File: src/rtl/adc_seq_pkg.sv
`timescale 1ns/1ps
package adc_seq_pkg;
   localparam int LEN_CODE_W = 4;
   localparam int CNT_W      = 3;
   localparam int BUS_W      = 16;

   localparam logic [2:0] REG_CTRL   = 3'd0;
   localparam logic [2:0] REG_SEQCFG = 3'd1;
   localparam logic [2:0] REG_START  = 3'd2;
   localparam logic [2:0] REG_STAT   = 3'd3;
   localparam logic [2:0] REG_FLAGS  = 3'd4;

   // conversions per sequence minus one
   function automatic logic [CNT_W-1:0] len_minus_one(input logic [LEN_CODE_W-1:0] code);
      if (code[3] || (code[2:0] == 3'd0))
         return 3'd7;
      return code[2:0] - 3'd1;
   endfunction
endpackage

File: src/rtl/adc_seq_engine.sv
`timescale 1ns/1ps
module adc_seq_engine
   import adc_seq_pkg::*;
#(
   parameter int CH_W  = 3,
   parameter int SLOTS = 8,
   parameter int PTR_W = 3
) (
   input  logic             clk,
   input  logic             rst_n,
   input  logic             abort_i,
   input  logic             start_i,
   input  logic             trig_i,
   input  logic             done_i,
   input  logic [CH_W-1:0]  start_chan_i,
   input  logic [CH_W-1:0]  base_chan_i,
   input  logic             multi_i,
   input  logic             scan_i,
   input  logic             fifo_i,
   input  logic [CNT_W-1:0] len_m1_i,
   output logic             conv_start_o,
   output logic [CH_W-1:0]  conv_chan_o,
   output logic             conv_abort_o,
   output logic             wr_en_o,
   output logic [PTR_W-1:0] wr_slot_o,
   output logic             seq_end_o,
   output logic [PTR_W-1:0] ptr_o
);
   logic             running, busy;
   logic [CNT_W-1:0] count;
   logic [CH_W-1:0]  chan;
   logic [PTR_W-1:0] ptr, ptr_inc;

   generate
      if ((1 << PTR_W) == SLOTS) begin : g_wrap_pow2
         assign ptr_inc = ptr + 1'b1;
      end else begin : g_wrap_cmp
         assign ptr_inc = (ptr == PTR_W'(SLOTS - 1)) ? '0 : ptr + 1'b1;
      end
   endgenerate

   assign conv_start_o = running && !busy && !abort_i;
   assign conv_abort_o = abort_i && busy;
   assign wr_en_o      = done_i && busy && !abort_i;
   assign seq_end_o    = wr_en_o && (count == len_m1_i);
   assign wr_slot_o    = ptr;
   assign ptr_o        = ptr;
   assign conv_chan_o  = chan;

   always_ff @(posedge clk or negedge rst_n) begin
      if (!rst_n) begin
         running <= 1'b0;
         busy    <= 1'b0;
         count   <= '0;
         chan    <= '0;
         ptr     <= '0;
      end else if (abort_i) begin
         running <= start_i;
         busy    <= 1'b0;
         count   <= '0;
         ptr     <= '0;
         if (start_i) chan <= start_chan_i;
      end else begin
         if (trig_i && !running) begin
            running <= 1'b1;
            count   <= '0;
            chan    <= base_chan_i;
         end
         if (conv_start_o) busy <= 1'b1;
         if (wr_en_o) begin
            busy <= 1'b0;
            ptr  <= ptr_inc;
            if (seq_end_o) begin
               count <= '0;
               if (!fifo_i) ptr <= '0;
               if (scan_i) chan <= base_chan_i;
               else running <= 1'b0;
            end else begin
               count <= count + 1'b1;
               if (multi_i) chan <= chan + 1'b1;
            end
         end
      end
   end

   p_start_pulse_r11: assert property (@(posedge clk) disable iff (!rst_n)
      conv_start_o |=> !conv_start_o);
   p_abort_quiet_r11: assert property (@(posedge clk) disable iff (!rst_n)
      (abort_i && !start_i) |=> !conv_start_o);
   p_abort_ptr_r4: assert property (@(posedge clk) disable iff (!rst_n)
      abort_i |=> (ptr_o == '0));
   p_count_bound_r1: assert property (@(posedge clk) disable iff (!rst_n)
      count <= len_m1_i);
   p_chan_hold_r2: assert property (@(posedge clk) disable iff (!rst_n)
      (wr_en_o && !multi_i && !seq_end_o) |=> (conv_chan_o == $past(conv_chan_o)));
endmodule

File: src/rtl/adc_seq_flags.sv
`timescale 1ns/1ps
module adc_seq_flags #(
   parameter int RES_W = 10,
   parameter int SLOTS = 8,
   parameter int PTR_W = 3
) (
   input  logic             clk,
   input  logic             rst_n,
   input  logic             wr_en_i,
   input  logic [PTR_W-1:0] wr_slot_i,
   input  logic [RES_W-1:0] wr_data_i,
   input  logic             seq_end_i,
   input  logic             clear_all_i,
   input  logic             fast_clr_i,
   input  logic             flags_rd_i,
   input  logic             res_rd_i,
   input  logic             any_rd_i,
   input  logic [PTR_W-1:0] res_slot_i,
   input  logic             done_w1c_i,
   input  logic             ovr_w1c_i,
   output logic [SLOTS-1:0] ccf_o,
   output logic             seq_done_o,
   output logic             ovr_o,
   output logic [RES_W-1:0] rd_res_o
);
   logic [RES_W-1:0] res_q [SLOTS];
   logic             armed;
   logic             slot_clr_ok;

   assign slot_clr_ok = res_rd_i && (fast_clr_i || armed);

   for (genvar i = 0; i < SLOTS; i++) begin : g_slot
      always_ff @(posedge clk or negedge rst_n) begin
         if (!rst_n) begin
            res_q[i] <= '0;
            ccf_o[i] <= 1'b0;
         end else begin
            if (wr_en_i && (wr_slot_i == PTR_W'(i))) res_q[i] <= wr_data_i;
            if (clear_all_i)
               ccf_o[i] <= 1'b0;
            else if (wr_en_i && (wr_slot_i == PTR_W'(i)))
               ccf_o[i] <= 1'b1;
            else if (slot_clr_ok && (res_slot_i == PTR_W'(i)))
               ccf_o[i] <= 1'b0;
         end
      end
   end

   always_comb begin
      rd_res_o = '0;
      for (int i = 0; i < SLOTS; i++)
         if (res_slot_i == PTR_W'(i)) rd_res_o = res_q[i];
   end

   always_ff @(posedge clk or negedge rst_n) begin
      if (!rst_n) begin
         armed      <= 1'b0;
         seq_done_o <= 1'b0;
         ovr_o      <= 1'b0;
      end else begin
         if (clear_all_i) armed <= 1'b0;
         else if (flags_rd_i) armed <= 1'b1;
         else if (any_rd_i) armed <= 1'b0;

         if (clear_all_i) seq_done_o <= 1'b0;
         else if (seq_end_i) seq_done_o <= 1'b1;
         else if (done_w1c_i || (res_rd_i && fast_clr_i)) seq_done_o <= 1'b0;

         if (clear_all_i) ovr_o <= 1'b0;
         else if (wr_en_i && ccf_o[wr_slot_i]) ovr_o <= 1'b1;
         else if (ovr_w1c_i) ovr_o <= 1'b0;
      end
   end

   p_flag_set_r5: assert property (@(posedge clk) disable iff (!rst_n)
      wr_en_i |=> ccf_o[$past(wr_slot_i)]);
   p_clear_all_r5: assert property (@(posedge clk) disable iff (!rst_n)
      clear_all_i |=> (ccf_o == '0) && !seq_done_o && !ovr_o);
   p_ovr_set_r9: assert property (@(posedge clk) disable iff (!rst_n)
      (wr_en_i && ccf_o[wr_slot_i]) |=> ovr_o);
   p_done_set_r3: assert property (@(posedge clk) disable iff (!rst_n)
      seq_end_i |=> seq_done_o);
endmodule

File: src/rtl/adc_seq_ctrl.sv
`timescale 1ns/1ps
module adc_seq_ctrl
   import adc_seq_pkg::*;
#(
   parameter int RES_W = 10,
   parameter int SLOTS = 8,
   parameter int CH_W  = 3,
   localparam int PTR_W  = $clog2(SLOTS),
   localparam int ADDR_W = PTR_W + 1
) (
   input  logic              clk,
   input  logic              rst_n,
   input  logic              bus_wr,
   input  logic              bus_rd,
   input  logic [ADDR_W-1:0] bus_addr,
   input  logic [BUS_W-1:0]  bus_wdata,
   output logic [BUS_W-1:0]  bus_rdata,
   output logic              conv_start,
   output logic [CH_W-1:0]   conv_chan,
   output logic              conv_abort,
   input  logic              conv_done,
   input  logic [RES_W-1:0]  conv_data,
   input  logic              trig_req,
   output logic              irq
);
   generate
      if (SLOTS < 8) begin : g_bad_slots
         $error("SLOTS must hold a full sequence of 8");
      end
      if (RES_W < 1 || RES_W > BUS_W) begin : g_bad_res
         $error("RES_W must fit the bus");
      end
      if (CH_W < 1 || CH_W > 8) begin : g_bad_ch
         $error("CH_W out of range");
      end
   endgenerate

   logic                  irq_en, fast_clr, fifo_en, multi, scan;
   logic [LEN_CODE_W-1:0] len_code;
   logic [CH_W-1:0]       base_chan;
   logic [BUS_W-1:0]      wdata_unused;

   logic       is_res;
   logic [2:0] reg_sel;
   logic       ctl_wr, start_wr, stat_wr, flags_rd, res_rd;

   logic             wr_en, seq_end;
   logic [PTR_W-1:0] wr_slot, ptr;
   logic [SLOTS-1:0] ccf;
   logic             seq_done, ovr, irq_flag;
   logic [RES_W-1:0] rd_res;

   assign wdata_unused = bus_wdata;
   assign is_res   = bus_addr[ADDR_W-1];
   assign reg_sel  = bus_addr[2:0];
   assign ctl_wr   = bus_wr && !is_res && (reg_sel == REG_CTRL || reg_sel == REG_SEQCFG
                                           || reg_sel == REG_START);
   assign start_wr = bus_wr && !is_res && (reg_sel == REG_START);
   assign stat_wr  = bus_wr && !is_res && (reg_sel == REG_STAT);
   assign flags_rd = bus_rd && !is_res && (reg_sel == REG_FLAGS);
   assign res_rd   = bus_rd && is_res;

   always_ff @(posedge clk or negedge rst_n) begin
      if (!rst_n) begin
         irq_en    <= 1'b0;
         fast_clr  <= 1'b0;
         len_code  <= 4'd4;
         fifo_en   <= 1'b0;
         base_chan <= '0;
         multi     <= 1'b0;
         scan      <= 1'b0;
      end else if (bus_wr && !is_res) begin
         case (reg_sel)
            REG_CTRL: begin
               irq_en   <= bus_wdata[0];
               fast_clr <= bus_wdata[1];
            end
            REG_SEQCFG: begin
               len_code <= bus_wdata[3:0];
               fifo_en  <= bus_wdata[4];
            end
            REG_START: begin
               base_chan <= bus_wdata[CH_W-1:0];
               multi     <= bus_wdata[8];
               scan      <= bus_wdata[9];
            end
            default: ;
         endcase
      end
   end

   adc_seq_engine #(.CH_W(CH_W), .SLOTS(SLOTS), .PTR_W(PTR_W)) u_engine (
      .clk          (clk),
      .rst_n        (rst_n),
      .abort_i      (ctl_wr),
      .start_i      (start_wr),
      .trig_i       (trig_req),
      .done_i       (conv_done),
      .start_chan_i (bus_wdata[CH_W-1:0]),
      .base_chan_i  (base_chan),
      .multi_i      (multi),
      .scan_i       (scan),
      .fifo_i       (fifo_en),
      .len_m1_i     (len_minus_one(len_code)),
      .conv_start_o (conv_start),
      .conv_chan_o  (conv_chan),
      .conv_abort_o (conv_abort),
      .wr_en_o      (wr_en),
      .wr_slot_o    (wr_slot),
      .seq_end_o    (seq_end),
      .ptr_o        (ptr)
   );

   adc_seq_flags #(.RES_W(RES_W), .SLOTS(SLOTS), .PTR_W(PTR_W)) u_flags (
      .clk         (clk),
      .rst_n       (rst_n),
      .wr_en_i     (wr_en),
      .wr_slot_i   (wr_slot),
      .wr_data_i   (conv_data),
      .seq_end_i   (seq_end),
      .clear_all_i (start_wr),
      .fast_clr_i  (fast_clr),
      .flags_rd_i  (flags_rd),
      .res_rd_i    (res_rd),
      .any_rd_i    (bus_rd),
      .res_slot_i  (bus_addr[PTR_W-1:0]),
      .done_w1c_i  (stat_wr && bus_wdata[15]),
      .ovr_w1c_i   (stat_wr && bus_wdata[14]),
      .ccf_o       (ccf),
      .seq_done_o  (seq_done),
      .ovr_o       (ovr),
      .rd_res_o    (rd_res)
   );

   assign irq_flag = irq_en && seq_done;
   assign irq      = irq_flag;

   always_comb begin
      bus_rdata = '0;
      if (is_res) begin
         bus_rdata[RES_W-1:0] = rd_res;
      end else begin
         case (reg_sel)
            REG_CTRL:   bus_rdata[1:0] = {fast_clr, irq_en};
            REG_SEQCFG: bus_rdata[4:0] = {fifo_en, len_code};
            REG_START: begin
               bus_rdata[CH_W-1:0] = base_chan;
               bus_rdata[9:8]      = {scan, multi};
            end
            REG_STAT: begin
               bus_rdata[15:13]     = {seq_done, ovr, irq_flag};
               bus_rdata[PTR_W-1:0] = ptr;
            end
            REG_FLAGS:  bus_rdata[SLOTS-1:0] = ccf;
            default:    bus_rdata = '0;
         endcase
      end
   end

   p_irq_follow_r10: assert property (@(posedge clk) disable iff (!rst_n)
      (seq_end && irq_en) |=> irq);
   p_stat_keeps_ptr_r12: assert property (@(posedge clk) disable iff (!rst_n)
      (stat_wr && !conv_done) |=> (ptr == $past(ptr)));
endmodule

File: config.mk
export PLATFORM = sky130hd
export DESIGN_NAME = adc_seq_ctrl
export DESIGN_NICKNAME = d
export VERILOG_FILES = /design/src/rtl/adc_seq_pkg.sv /design/src/rtl/adc_seq_engine.sv /design/src/rtl/adc_seq_flags.sv /design/src/rtl/adc_seq_ctrl.sv
export SDC_FILE = /design/constraint.sdc
export NUM_CORES = 1
export LEC_CHECK = 0
export BUFFER_PORTS_ARGS = -buffer_cell sky130_fd_sc_hd__buf_2
export CORE_MARGIN = 1.5
export CORE_UTILIZATION = 35
export DETAILED_ROUTE_END_ITERATION = 12
export PLACE_DENSITY_LB_ADDON = 0.3
export SLEW_MARGIN = 20
export SYNTH_ARGS = -nofsm -noshare
export SYNTH_HDL_FRONTEND = slang
export SYNTH_SLANG_ARGS = --single-unit
File: constraint.sdc
create_clock -name clk -period 2.8 [get_ports clk]
set_input_delay 0.42 -clock clk [delete_from_list [all_inputs] [get_ports clk]]
set_output_delay 0.42 -clock clk [all_outputs]
set_load 0.05 [all_outputs]
==> flow_summary_export.csv <==
group,metric,value,unit
setup_path,path_buf_inv,3,
finish,area_growth,20.7,%
setup_path,critPathRequiredTime,2.38,ns
power_and_ir_drop,leakagePower,3.30,nW
synth,synth_cells,542,
floorplanning,die_w,133,µm
setup_path,cpLargestDelayFamily,"buffers and inverters",
sta,worstMarginPinSlew,0.710,ns
finish,num-fill-cells,1555,
routing,vias_per_cell,5.37,
setup_path,ff2ff_setup_slack,0.27,ns
sta,fin_skew,0.00707,ns
power_and_ir_drop,ir_drop,0.450,mV
global_route,grt_max_degree,42,
setup_path,setup.worst_path.start_class,"input port",
routing,ant_nets,0,
synth,syn_area,5930,µm²
global_route,grtUsageMet3,0.0434,
min_path,holdPathEnd,"multi",
synth,synth_seq_area_share,0.482,
min_path,min_from,"bus_wdata[8]",
synth,synth_edf_count,0,
setup_path,cp-end-kind,"output port",
routing,first_pass_iters,6,
global_route,antenna_found_initial,0,
synth,synth_seq_cells,114,
global_route,grt-busiest-layer,"met2",
clocking,numCtsBuffers,17,
sta,slew_viol_final,0,
floorplanning,die_area,17700,µm²
setup_path,critPathSlowestCell,"nor2b_1",
power_and_ir_drop,p_total,6.88,mW
global_route,grt_use_met2,0.307,
clocking,clk_pin_slew_worst_paths,0.06,ns
finish,drive_above_1_share,0.205,
setup_path,arrival,2.18,ns
floorplanning,rows,47,
routing,drc_errors,0,
floorplanning,initial_core_util,0.357,
synth,yosysUniqueCellTypes,54,
setup_path,worstSetupPathType,"input port to output port",
min_path,hp-class,"input port to flop",
finish,utilization,0.431,
routing,wl_per_cell,18.9,µm
synth,async_flop_share,1.00,
global_route,grt_pass1_wl,25600,µm
synth,synth_flop_cell,"dfrtp_1",
finish,nNetsFinal,653,
routing,wl,15900,µm
setup_path,crit_chain,"buf_2 > nor2b_1 > buf_4 > a21oi_1 > o21ai_0 > a21oi_1 > o21ai_1 > buf_2",
global_route,grt_pass1_vias,4809,
clocking,clock_sinks,114,
sta,period_minus_slack,2.60,ns
clocking,cts-root-buf,"clkbuf_16",
sta,max_freq,384,MHz
sta,finalCritPeriodShare,0.930,
floorplanning,die_h,133,µm
placed_design,port_buffers,47,
status,status,"completed",
sta,finalHoldViolCount,0,
global_route,track_usage,0.189,
placed_design,place.detailed.hpwl,11100,µm
global_route,use_met1,0.239,
setup_path,regToRegStartpoint,"len_code[0]",
global_route,gr-total-overflow,0,
sta,tns,0,ns
power_and_ir_drop,p_per_area,962,nW/µm²
clocking,cts_tree,"yes",
synth,ys_warn_count,0,
floorplanning,coreArea,16600,µm²
routing,drt_iter0_markers,334,
setup_path,ff2ff_path_depth,10,
min_path,min_path_cells,2,
finish,num_antenna_cells,0,
setup_path,r2r_end,"u_engine.conv_chan_o[0]",
sta,finalSetupViolCount,0,
run,drv_cap,0,
clocking,cts_buffer_depth,2,
setup_path,path_max_fanout,11,
placed_design,gp_congestion,0.836,
clocking,clock_latency,0.42,ns
clocking,htreeDepth,4,
clocking,postCtsSetupBuffers,0,
synth,syn_avg_cell_area,10.9,µm²
routing,routed-via-count,4509,
sta,slew_headroom,0.526,
setup_path,slowest_delay,0.42,ns
floorplanning,ios,58,
sta,rsz0062_at_grt,"no",
==> worst max-delay path by stage <==
stage	startpoint	to	slack [ns]	cells after the start
2_1_floorplan	bus_addr[0]	bus_rdata[14]	-0.09	5
3_3_place_gp	bus_addr[0]	bus_rdata[8]	0.18	8
3_5_place_dp	bus_addr[0]	bus_rdata[8]	0.19	8
4_1_cts	bus_addr[0]	bus_rdata[7]	0.19	8
5_1_grt	bus_addr[0]	bus_rdata[7]	0.11	8
6_report	bus_addr[0]	bus_rdata[7]	0.20	8
==> what timing repair did <==
item,in CTS,in global routing
hold buffers,1,0
gates resized for setup,0,0
hold endpoints to repair,31,0
==> cells in the final DEF (no fill, tap or decap), types with 4 or more instances in the layout <==
| cell | netlist | final |
|---|---|---|
| nand2b_1 | 4 | 4 |
| nand3_1 | 15 | 15 |
| buf_2 | 10 | 46 |
| nand2_1 | 32 | 32 |
| a21oi_1 | 43 | 43 |
| mux2_2 | 6 | 6 |
| o21ai_1 | 8 | 8 |
| a221oi_1 | 6 | 6 |
| or3_1 | 4 | 4 |
| nor3b_1 | 4 | 4 |
| o22ai_1 | 8 | 8 |
| ha_1 | 10 | 10 |
| and2_1 | 7 | 7 |
| buf_4 | 8 | 31 |
| clkbuf_16 | 0 | 17 |
| inv_1 | 10 | 10 |
| dfrtp_1 | 113 | 113 |
| o31ai_1 | 4 | 4 |
| nor2b_1 | 4 | 4 |
| mux2_1 | 85 | 85 |
| nor3_1 | 7 | 7 |
| o21ai_0 | 25 | 25 |
| a22o_1 | 4 | 4 |
| a22oi_1 | 7 | 7 |
| mux2i_1 | 20 | 20 |
| nor2_1 | 48 | 48 |
==> cell usage after synthesis (all sizes together) (7+ instances only) <==
| library cell | count | area share |
|---|---|---|
| a22oi | 7 | 0.0089 |
| o22ai | 8 | 0.0084 |
| nor2 | 50 | 0.035 |
| mux2i | 20 | 0.034 |
| dfrtp | 113 | 0.48 |
| a21oi | 43 | 0.036 |
| and2 | 7 | 0.0074 |
| ha | 10 | 0.021 |
| buf | 22 | 0.021 |
| clkbuf | 14 | 0.0089 |
| nand3 | 15 | 0.013 |
| mux2 | 91 | 0.17 |
| nand2 | 32 | 0.020 |
| nor3 | 7 | 0.0059 |
| inv | 10 | 0.0063 |
| o21ai | 34 | 0.031 |
==> registers in the layout, indices dropped and copies added, names as in the netlist <==
signal,count
u_engine.conv_chan_o,3
irq_en,1
u_flags.seq_done_o,1
u_flags.armed,1
scan,1
u_flags.ovr_o,1
fast_clr,1
u_engine.running,1
len_code,4
u_engine.count,3
multi,1
u_engine.ptr_o,3
fifo_en,1
u_engine.busy,1
u_flags.ccf_o,8
base_chan,3
u_flags.res_q,80
==> worst reg2reg max path, cell delays in order (launching register included) <==
cell and delay, ns:
dfrtp_1 0.41, inv_1 0.07, ha_1 0.20, ha_1 0.25, or4b_4 0.57, o32ai_4 0.15, o21ai_4 0.10, buf_4 0.18
nor3_1 0.28, a221oi_1 0.14, o31ai_1 0.09
==> metrics by stage <==
stage	hold slack [ns]	area [µm²]	setup slack, ns	instances
after floorplan	0.124	5930	-0.0935	544
after global placement	0.401	6540	0.178	807
after detailed placement	0.409	6540	0.193	807
after CTS	0.196	7150	0.186	840
after global routing	0.212	7150	0.115	840
final	0.207	7150	0.196	840
==> report_power, final <==
| group | internal (mW) | total [mW] | switching (mW) |
|---|---|---|---|
| logic | 0.865 | 1.88 | 1.01 |
| clock network | 1.46 | 2.23 | 0.764 |
| registers | 2.32 | 2.77 | 0.455 |
==> routing by layer <==
metal | vias up | routed length [µm]
li1 | 2088 | -
met1 | 2257 | 7050
met2 | 119 | 7600
met3 | 45 | 725
met4 | 0 | 492
met5 | - | 0
==> area by class of cell <==
class	count	area, µm²	area share
multi-input combinational	384	2870	0.401
sequential	114	2850	0.399
timing repair buffer	80	513	0.0717
clock buffer	23	478	0.0668
tap	220	275	0.0385
clock inverter	9	129	0.0180
inverter	10	37.5	0.00525
==> cell families after synthesis <==
logic type,after synthesis,share of synthesized area
simple gates,137,0.114
compound gates,117,0.123
buf+inv,46,0.0363
mux,114,0.218
flops,114,0.482
other cells,1,0.000633
xor+xnor,3,0.00570
fa+ha+maj,10,0.0211
Note: power is estimated with default switching activity, not from simulation.
